==> src/rtl/alu8_pkg.sv <==
`timescale 1ns/1ps
package alu8_pkg;
   localparam int OP_W = 5;

   typedef enum logic [OP_W-1:0] {
      OP_ADD   = 5'd0,
      OP_ADDC  = 5'd1,
      OP_SUBD  = 5'd2,
      OP_SUBDC = 5'd3,
      OP_SUBS  = 5'd4,
      OP_SUBSC = 5'd5,
      OP_INC   = 5'd6,
      OP_INCC  = 5'd7,
      OP_DEC   = 5'd8,
      OP_DECC  = 5'd9,
      OP_CPL1  = 5'd10,
      OP_CPL2  = 5'd11,
      OP_CPL2C = 5'd12,
      OP_AND   = 5'd13,
      OP_OR    = 5'd14,
      OP_XOR   = 5'd15,
      OP_SHL   = 5'd16,
      OP_SHLC  = 5'd17,
      OP_SHR   = 5'd18,
      OP_SHRC  = 5'd19,
      OP_SHRA  = 5'd20,
      OP_CMP   = 5'd21,
      OP_MUL   = 5'd22
   } alu_op_e;
endpackage

==> src/rtl/alu8_addsub.sv <==
`timescale 1ns/1ps
// Shared adder: every add, subtract, step and negate maps onto x + y + ci.
module alu8_addsub import alu8_pkg::*; #(
   parameter int W         = 8,
   parameter int ADD_STYLE = 0
) (
   input  alu_op_e        op,
   input  logic [W-1:0]   a,
   input  logic [W-1:0]   b,
   input  logic           cin,
   output logic [W-1:0]   sum,
   output logic           cout,
   output logic           ovf,
   output logic           hit
);
   localparam logic [W-1:0] ALL_ONE  = '1;
   localparam logic [W-1:0] ALL_ZERO = '0;

   logic [W-1:0] x, y;
   logic         ci;
   logic [W:0]   wide;

   always_comb begin
      x   = a;
      y   = ALL_ZERO;
      ci  = 1'b0;
      hit = 1'b1;
      unique case (op)
         OP_ADD:          y = b;
         OP_ADDC:   begin y = b;                   ci = cin;  end
         OP_SUBD,
         OP_CMP:    begin x = b;  y = ~a;          ci = 1'b1; end
         OP_SUBDC:  begin x = b;  y = ~a;          ci = cin;  end
         OP_SUBS:   begin         y = ~b;          ci = 1'b1; end
         OP_SUBSC:  begin         y = ~b;          ci = cin;  end
         OP_INC:                                    ci = 1'b1;
         OP_INCC:                                   ci = cin;
         OP_DEC:          y = ALL_ONE;
         OP_DECC:   begin y = ALL_ONE;             ci = cin;  end
         OP_CPL2:   begin x = ~a;                  ci = 1'b1; end
         OP_CPL2C:  begin x = ~a;                  ci = cin;  end
         default:         hit = 1'b0;
      endcase
   end

   generate
      if (ADD_STYLE == 0) begin : g_fast
         assign wide = {1'b0, x} + {1'b0, y} + {{W{1'b0}}, ci};
      end else begin : g_ripple
         logic [W:0]   cy;
         logic [W-1:0] s;
         assign cy[0] = ci;
         for (genvar i = 0; i < W; i++) begin : g_bit
            assign s[i]    = x[i] ^ y[i] ^ cy[i];
            assign cy[i+1] = (x[i] & y[i]) | (cy[i] & (x[i] ^ y[i]));
         end
         assign wide = {cy[W], s};
      end
   endgenerate

   assign sum  = wide[W-1:0];
   assign cout = wide[W];
   assign ovf  = (x[W-1] == y[W-1]) && (sum[W-1] != x[W-1]);
endmodule

==> src/rtl/alu8_bitops.sv <==
`timescale 1ns/1ps
// Bitwise operations and single-bit shifts.
module alu8_bitops import alu8_pkg::*; #(
   parameter int W = 8
) (
   input  alu_op_e        op,
   input  logic [W-1:0]   a,
   input  logic [W-1:0]   b,
   input  logic           cin,
   output logic [W-1:0]   res,
   output logic           cout,
   output logic           ovf,
   output logic           hit,
   output logic           keep_cv
);
   always_comb begin
      res     = a;
      cout    = cin;
      hit     = 1'b1;
      keep_cv = 1'b0;
      unique case (op)
         OP_CPL1: begin res = ~a;    keep_cv = 1'b1; end
         OP_AND:  begin res = a & b; keep_cv = 1'b1; end
         OP_OR:   begin res = a | b; keep_cv = 1'b1; end
         OP_XOR:  begin res = a ^ b; keep_cv = 1'b1; end
         OP_SHL:  begin res = {a[W-2:0], 1'b0};    cout = a[W-1]; end
         OP_SHLC: begin res = {a[W-2:0], cin};     cout = a[W-1]; end
         OP_SHR:  begin res = {1'b0, a[W-1:1]};    cout = a[0];   end
         OP_SHRC: begin res = {cin, a[W-1:1]};     cout = a[0];   end
         OP_SHRA: begin res = {a[W-1], a[W-1:1]};  cout = a[0];   end
         default: hit = 1'b0;
      endcase
   end

   // sign change across the shift
   assign ovf = res[W-1] ^ a[W-1];
endmodule

==> src/rtl/alu8_mult.sv <==
`timescale 1ns/1ps
// Unsigned W x W multiplier, behavioural or partial-product array.
module alu8_mult #(
   parameter int W         = 8,
   parameter int MUL_STYLE = 1
) (
   input  logic [W-1:0]     a,
   input  logic [W-1:0]     b,
   output logic [2*W-1:0]   prod
);
   localparam int PW = 2 * W;

   generate
      if (MUL_STYLE == 0) begin : g_beh
         assign prod = {{W{1'b0}}, a} * {{W{1'b0}}, b};
      end else begin : g_array
         logic [PW-1:0] pp [W];
         for (genvar i = 0; i < W; i++) begin : g_pp
            assign pp[i] = b[i] ? ({{W{1'b0}}, a} << i) : {PW{1'b0}};
         end
         always_comb begin
            prod = '0;
            for (int k = 0; k < W; k++) begin
               prod = prod + pp[k];
            end
         end
      end
   endgenerate
endmodule

==> src/rtl/alu8_flagreg.sv <==
`timescale 1ns/1ps
// Held C, V, Z flags.
module alu8_flagreg (
   input  logic clk_i,
   input  logic rst_ni,
   input  logic load,
   input  logic c_d,
   input  logic v_d,
   input  logic z_d,
   output logic c_q,
   output logic v_q,
   output logic z_q
);
   always_ff @(posedge clk_i or negedge rst_ni) begin
      if (!rst_ni) begin
         c_q <= 1'b0;
         v_q <= 1'b0;
         z_q <= 1'b0;
      end else if (load) begin
         c_q <= c_d;
         v_q <= v_d;
         z_q <= z_d;
      end
   end
endmodule

==> src/rtl/flag_alu8.sv <==
`timescale 1ns/1ps
module flag_alu8 import alu8_pkg::*; #(
   parameter int DATA_W    = 8,
   parameter int ADD_STYLE = 0,
   parameter int MUL_STYLE = 1
) (
   input  logic               clk_i,
   input  logic               rst_ni,
   input  logic               exec_i,
   input  logic [OP_W-1:0]    op_i,
   input  logic [DATA_W-1:0]  opa_i,
   input  logic [DATA_W-1:0]  opb_i,
   input  logic               cin_i,
   output logic [DATA_W-1:0]  acc_o,
   output logic [DATA_W-1:0]  hi_o,
   output logic               c_nxt_o,
   output logic               v_nxt_o,
   output logic               z_nxt_o,
   output logic               c_q_o,
   output logic               v_q_o,
   output logic               z_q_o
);
   localparam int PW = 2 * DATA_W;

   generate
      if (DATA_W < 2) begin : g_bad_width
         $error("flag_alu8: DATA_W must be at least 2");
      end
      if (ADD_STYLE < 0 || ADD_STYLE > 1) begin : g_bad_add
         $error("flag_alu8: ADD_STYLE must be 0 or 1");
      end
      if (MUL_STYLE < 0 || MUL_STYLE > 1) begin : g_bad_mul
         $error("flag_alu8: MUL_STYLE must be 0 or 1");
      end
   endgenerate

   alu_op_e op_e;
   assign op_e = alu_op_e'(op_i);

   logic [DATA_W-1:0] as_sum, bo_res;
   logic              as_cout, as_ovf, as_hit;
   logic              bo_cout, bo_ovf, bo_hit, bo_keep;
   logic [PW-1:0]     prod;

   alu8_addsub #(.W(DATA_W), .ADD_STYLE(ADD_STYLE)) u_addsub (
      .op(op_e), .a(opa_i), .b(opb_i), .cin(cin_i),
      .sum(as_sum), .cout(as_cout), .ovf(as_ovf), .hit(as_hit)
   );

   alu8_bitops #(.W(DATA_W)) u_bitops (
      .op(op_e), .a(opa_i), .b(opb_i), .cin(cin_i),
      .res(bo_res), .cout(bo_cout), .ovf(bo_ovf), .hit(bo_hit), .keep_cv(bo_keep)
   );

   alu8_mult #(.W(DATA_W), .MUL_STYLE(MUL_STYLE)) u_mult (
      .a(opa_i), .b(opb_i), .prod(prod)
   );

   always_comb begin
      // default: pass A, carry follows cin, V and Z held
      acc_o   = opa_i;
      hi_o    = '0;
      c_nxt_o = cin_i;
      v_nxt_o = v_q_o;
      z_nxt_o = z_q_o;
      if (as_hit) begin
         acc_o   = as_sum;
         c_nxt_o = as_cout;
         z_nxt_o = (as_sum == '0);
         if (op_e == OP_CMP) v_nxt_o = as_cout & ~(as_sum == '0);
         else                v_nxt_o = as_ovf;
      end else if (bo_hit) begin
         acc_o   = bo_res;
         z_nxt_o = (bo_res == '0);
         if (!bo_keep) begin
            c_nxt_o = bo_cout;
            v_nxt_o = bo_ovf;
         end
      end else if (op_e == OP_MUL) begin
         acc_o = prod[DATA_W-1:0];
         hi_o  = prod[PW-1:DATA_W];
      end
   end

   alu8_flagreg u_flags (
      .clk_i(clk_i), .rst_ni(rst_ni), .load(exec_i),
      .c_d(c_nxt_o), .v_d(v_nxt_o), .z_d(z_nxt_o),
      .c_q(c_q_o), .v_q(v_q_o), .z_q(z_q_o)
   );
endmodule

==> config.mk <==
export PLATFORM = sky130hd
export DESIGN_NAME = flag_alu8
export DESIGN_NICKNAME = d
export VERILOG_FILES = /design/src/rtl/alu8_pkg.sv /design/src/rtl/alu8_addsub.sv /design/src/rtl/alu8_bitops.sv /design/src/rtl/alu8_mult.sv /design/src/rtl/alu8_flagreg.sv /design/src/rtl/flag_alu8.sv
export SDC_FILE = /design/constraint.sdc
export NUM_CORES = 1
export LEC_CHECK = 0
export BUFFER_PORTS_ARGS = -buffer_cell sky130_fd_sc_hd__buf_2
export CAP_MARGIN = 0
export CORE_UTILIZATION = 50
export CTS_CLUSTER_DIAMETER = 60
export CTS_CLUSTER_SIZE = 25
export DETAILED_ROUTE_END_ITERATION = 7
export PLACE_DENSITY = 0.82
export SLEW_MARGIN = 20
export SYNTH_ARGS = -nofsm -noshare
export SYNTH_HDL_FRONTEND = slang
export SYNTH_SLANG_ARGS = --single-unit
==> constraint.sdc <==
create_clock -name clk_i -period 6.5 [get_ports clk_i]
set_input_delay 1.3 -clock clk_i [delete_from_list [all_inputs] [get_ports clk_i]]
set_output_delay 1.3 -clock clk_i [all_outputs]
set_load 0.005 [all_outputs]
# Yosys cells after proc, flatten, opt, wreduce, memory -nomap -nowiden
# Cells that the tools add are included.
[totals]
in_bits = 25
ff_bits = 3
[op_classes]
n_reduce_logical = 16
n_eq_ne = 24
muxes = 31
bitwise_logic = 8
n_addsub = 9
[ops]
columns = ["operator", "count"]
rows = [
  ["$pmux 8 s9", 1],
  ["$mux 8", 7],
  ["$add 16x16->16", 3],
  ["$eq 5x4->1 const B", 8],
  ["$eq 5x5->1 const B", 7],
  ["$pmux 8 s4", 1],
  ["$eq 5x3->1 const B", 4],
  ["$add 16x12->16", 1],
  ["$add 16x13->16", 1],
  ["$add 16x14->16", 1],
  ["$add 16x15->16", 1],
  ["$logic_not 8->1", 2],
  ["$not 8->8", 2],
  ["$pmux 8 s2", 1],
  ["$mux 15", 1],
  ["$mux 14", 1],
  ["$mux 13", 1],
  ["$reduce_or 13->1", 1],
  ["$mux 1", 12],
  ["$mux 12", 1],
  ["$mux 11", 1],
  ["$eq 5x2->1 const B", 2],
  ["$mux 10", 1],
  ["$reduce_or 2->1", 5],
  ["20 further kinds", 22],
]

# Logic depth before layout (Yosys ltp)
[logic_depth]
word_depth = 11
depth_mapped = 19

# Modules after synthesis
# Synthesis repeated with hierarchy kept, for this count alone.
[hier_totals]
hier_cells = 530
area_unflattened_um2 = 4287.9
[modules_own_cells]
columns = ["module", "area_per_inst_um2", "cells_each", "n_inst"]
rows = [
  ["alu8_mult", 1961.9, 220, 1],
  ["alu8_bitops", 917.1, 117, 1],
  ["alu8_addsub", 875.8, 125, 1],
  ["flag_alu8", 424.2, 62, 1],
  ["alu8_flagreg", 108.9, 6, 1],
]

# Worst setup path after synthesis
# No wires, ideal clock.
[synth_path]
path_kind = "input to output"
start = "input opa_i[3]"
end = "output hi_o[6]"
t_arrival_ps = 5334
path_stages = 16
t_required_ps = 5200
slack_ps = -134
cell_sequence = "clkbuf_1 clkinv_1 nor2_1 fa_1 fa_1 fa_1 inv_1 fa_1 inv_1 ha_1 o21a_1 a2111oi_0 or3_1 o21ai_0 xnor2_1 nor2_1"
[synth_via]
elab_chain_len = 11
[synth_rtl]
columns = ["item", "line", "source"]
rows = [
  ["from (decl)", "flag_alu8.sv:11", "input logic [DATA_W-1:0] opa_i,"],
  ["$mux 8 / $mux 9 (equally long branches)", "alu8_mult.sv:19", "assign pp[i] = b[i] ? ({{W{1'b0}}, a} << i) : {PW{1'b0}};"],
  ["$add 16x16->16 (3 in series)", "alu8_mult.sv:24", "prod = prod + pp[k];"],
  ["$add 16x12->16", "alu8_mult.sv:24", ""],
  ["$add 16x13->16", "alu8_mult.sv:24", ""],
  ["$add 16x14->16", "alu8_mult.sv:24", ""],
  ["$add 16x15->16 *", "alu8_mult.sv:24", ""],
  ["$mux 8 *", "flag_alu8.sv:79", "end else if (op_e == OP_MUL) begin"],
  ["$mux 8 *", "flag_alu8.sv:72", "end else if (bo_hit) begin"],
  ["$mux 8 *", "flag_alu8.sv:66", "if (as_hit) begin"],
  ["to (decl)", "flag_alu8.sv:15", "output logic [DATA_W-1:0] hi_o,"],
]
# Mark *: on every way between the ends. The rest lies on a longest branch, timed or not.

# Final worst setup path
[layout_path]
start = "input opb_i[3]"
end = "output hi_o[6]"
[layout_via]
elab_chain_len = 9
[layout_rtl]
columns = ["item", "line", "source"]
rows = [
  ["from (decl)", "flag_alu8.sv:12", "input logic [DATA_W-1:0] opb_i,"],
  ["$mux 11", "alu8_mult.sv:19", ""],
  ["$add 16x16->16", "alu8_mult.sv:24", ""],
  ["$add 16x12->16", "alu8_mult.sv:24", ""],
  ["$add 16x13->16", "alu8_mult.sv:24", ""],
  ["$add 16x14->16", "alu8_mult.sv:24", ""],
  ["$add 16x15->16", "alu8_mult.sv:24", ""],
  ["$mux 8", "flag_alu8.sv:79", ""],
  ["$mux 8", "flag_alu8.sv:72", ""],
  ["$mux 8", "flag_alu8.sv:66", ""],
]
# Every way passes these cells.

==> results_dict.tcl <==
set metrics [dict create \
    status "finished with violations" \
    failed_checks "negative setup slack" \
    drv_cap 0 \
    antenna_found_initial 0 \
    htreeDepth 1 \
    fin_skew_ps 0 \
    hpwl_um 9760 \
    fin_cells 700 \
    track_usage_pct 32.2 \
    cp_slowest_cell "fa_1" \
    fin_crit_sh_pct 102 \
    syn_area_per_cell_um2 7.54 \
    drtIter0Drc 496 \
    worstSetupStartpointType "primary input" \
    ir_drop_mv 0.181 \
    drc 0 \
    insertion_delay_ps 220 \
    placed_cell_area_um2 4510 \
    portBuffers 46 \
    p_leak_nw 2.48 \
    syn_inst 506 \
    ys_types 62 \
    finalHoldViolations 0 \
    die-area_um2 7980 \
    place.gp.congestion 1.02 \
    via_per_inst 6.10 \
    crit_path_end_kind "output pin" \
    final_cell_mix "66 x buf_4, 60 x nor2_1, 56 x inv_1" \
    dieWidth_um 89.3 \
    synth_nets 625 \
    synth_seq_area_share_pct 1.97 \
    cpMostUsedCell "fa_1" \
    cts_num_sinks 3 \
    area_delta_synth_final_pct 31.4 \
    ant_nets 0 \
    initial_core_util_pct 52.0 \
    cp_data_arrival_time_ps 5300 \
    synth-edff-count 0 \
    routed_wl_um 13000 \
    yosysWarnings 0 \
    synth-seq-cells 3 \
    first_pass_iters 6 \
    worst_pin_slew_ps 787 \
    final_cell_area_um2 5010 \
    setup_slack_ps -99.9 \
    slew_viol_final 0 \
    nNetsFinal 721 \
    crit_chain "buf_6 > buf_4 > nand2_2 > fa_1 > fa_1 > inv_2 > fa_1 > inv_1 > fa_1 > inv_2 > ha_4 > o21a_1 > a2111oi_4 > or3_4 > o21ai_2 > xnor2_1 > nor2_1 > buf_2" \
    worstSetupPathType "in2out" \
    vias 4270 \
    grt_setup_unrepaired "true" \
    ys.flop_type "dfrtp_1" \
    cts_made_buffers 3 \
    root_buffer "clkbuf_8" \
    synthArstFlopShare_pct 100 \
    critPathRequiredTime_ps 5200 \
    clock.fmax_mhz 152 \
    dp_cells 685 \
    syn_area_um2 3810 \
    grt_overflow 0 \
    critPathMaxFanout 4 \
    antenna_cells 0 \
    die_h_um 89.3 \
    maxSlewHeadroom_pct 47.5 \
    hp-class "reg2reg" \
    clk_pin_slew_worst_paths_ps 30 \
    num_rows 31 \
    power.density_nw_per_um2 192 \
    grt_first_pass_wirelength_um 19500 \
    period_needed_ps 6600 \
    core_um2 7330 \
    wl_per_cell_um 18.5 \
    grt_max_degree 19 \
    final_common_cell "buf_4" \
    cts_tree "yes" \
    slowest_delay_ps 540 \
    grt_pass1_vias 4023 \
    clk_path_buf_depth 2 \
    drive_above_1_share_pct 31.6 \
    setup_viol 4 \
    pin_count 47 \
]
==> Yosys cell counts, types with 3 or more instances <==
cell       number  share of area, %
clkbuf_1       16               1.6
ha_1           54                18
mux2i_1         6               1.6
or2_2           5              0.82
dfrtp_1         3               2.0
a2bb2oi_1       4              0.92
nor3_1         10               1.3
xor2_1          3              0.69
fa_1           40                21
a211o_1         3              0.69
nor2_1         74               7.3
or3_1           3              0.49
nor4_1          3              0.49
o21bai_1        5              0.98
nand3_1         6              0.79
a222oi_1        5               1.3
o22ai_1        10               1.6
xnor2_1        17               3.9
inv_1          71               7.0
o21a_1          5              0.98
a221oi_1        9               2.1
o21ai_1         3              0.39
a211oi_1        3              0.59
a21oi_1        16               2.1
nor2b_1         4              0.66
o21ai_0        23               3.0
o211ai_1        5              0.98
and3_1          3              0.49
a21o_1          4              0.79
nand2_1        35               3.4
nor3b_1         3              0.59
a22oi_1         7               1.4
buf_2           5              0.66
nand2b_1        5              0.82
==> critical path, delay by kind of cell <==
kind / cells / cell delay [ps]
adders and majority gates: 5 / 2320
buffers and inverters: 6 / 590
and+or+nand+nor: 3 / 530
AOI/OAI and AO/OA: 3 / 440
xor gates and xnor gates: 1 / 130
==> area by class of cell <==
class / count / area [µm²]
sequential: 3 / 75.1
clock buffer: 4 / 45.0
timing repair buffer: 115 / 835
fill: 589 / 2320
tap: 99 / 124
multi-input combinational: 407 / 3620
inverter: 72 / 310
==> timing repair <==
item / CTS / global route
setup buffers: 4 / 7
endpoints found under the hold margin: 0 / 0
endpoints found under the setup margin: 4 / 5
hold buffers: 0 / 0
pin swaps: 16 / 25
resized for setup: 57 / 52
==> state kept, by name, summed over array words and instances, names as in the netlist <==
signal,count
u_flags.c_q,1
u_flags.v_q,1
u_flags.z_q,1
==> power breakdown <==
group / total (W) / switching (W) / internal (W)
Sequential: 0.0000240 / 0.00000200 / 0.0000220
Clock: 0.0000550 / 0.0000131 / 0.0000419
Combinational: 0.000881 / 0.000449 / 0.000432
==> metal layers <==
layer,part of all wire [%],track usage [%],up-vias
li1,-,-,1935
met1,41,44.4,2054
met2,46,51.8,230
met3,8.9,5.26,51
met4,3.7,9.52,0
met5,0,0,-
==> cell families (layout without fill, tap and decap cells) <==
kind of cell / Yosys count / after routing / synth area share (%)
AOI/OAI and AO/OA: 118 / 118 / 22.3
xor gates and xnor gates: 20 / 20 / 4.59
adders and majority gates: 94 / 94 / 38.7
buffers and inverters: 96 / 191 / 9.65
DFF: 3 / 3 / 1.97
muxes: 8 / 8 / 2.17
and+or+nand+nor: 167 / 167 / 20.6
==> through the flow <==
| step | setup TNS (ps) | util (%) | worst slack [ps] | hold slack, ps | total power [W] |
|---|---|---|---|---|---|
| final | -159 | 68.4 | -99.9 | 513 | 0.000960 |
| after detailed placement | -1010 | 61.5 | -317 | 506 | 0.000711 |
| after floorplan | 0 | - | 16.5 | 505 | 0.000479 |
| after global placement | -626 | 61.5 | -190 | 486 | 0.000690 |
| after global routing | -669 | 68.4 | -213 | 535 | 0.00105 |
| after CTS | -113 | 64.8 | -86.6 | 513 | 0.000859 |
==> worst paths after layout <==
path	cells after the start	endpoint	slack [ps]	from
min in group asynchronous	1	u_flags.z_q	870	rst_ni
max	18	hi_o[6]	-100	opb_i[3]
max reg2reg	4	u_flags.v_q	5310	u_flags.v_q
max in group asynchronous	1	u_flags.v_q	5520	rst_ni
min	1	u_flags.c_q	510	u_flags.c_q
min reg2reg	1	u_flags.c_q	510	u_flags.c_q
(Power assumes the default switching activity.)
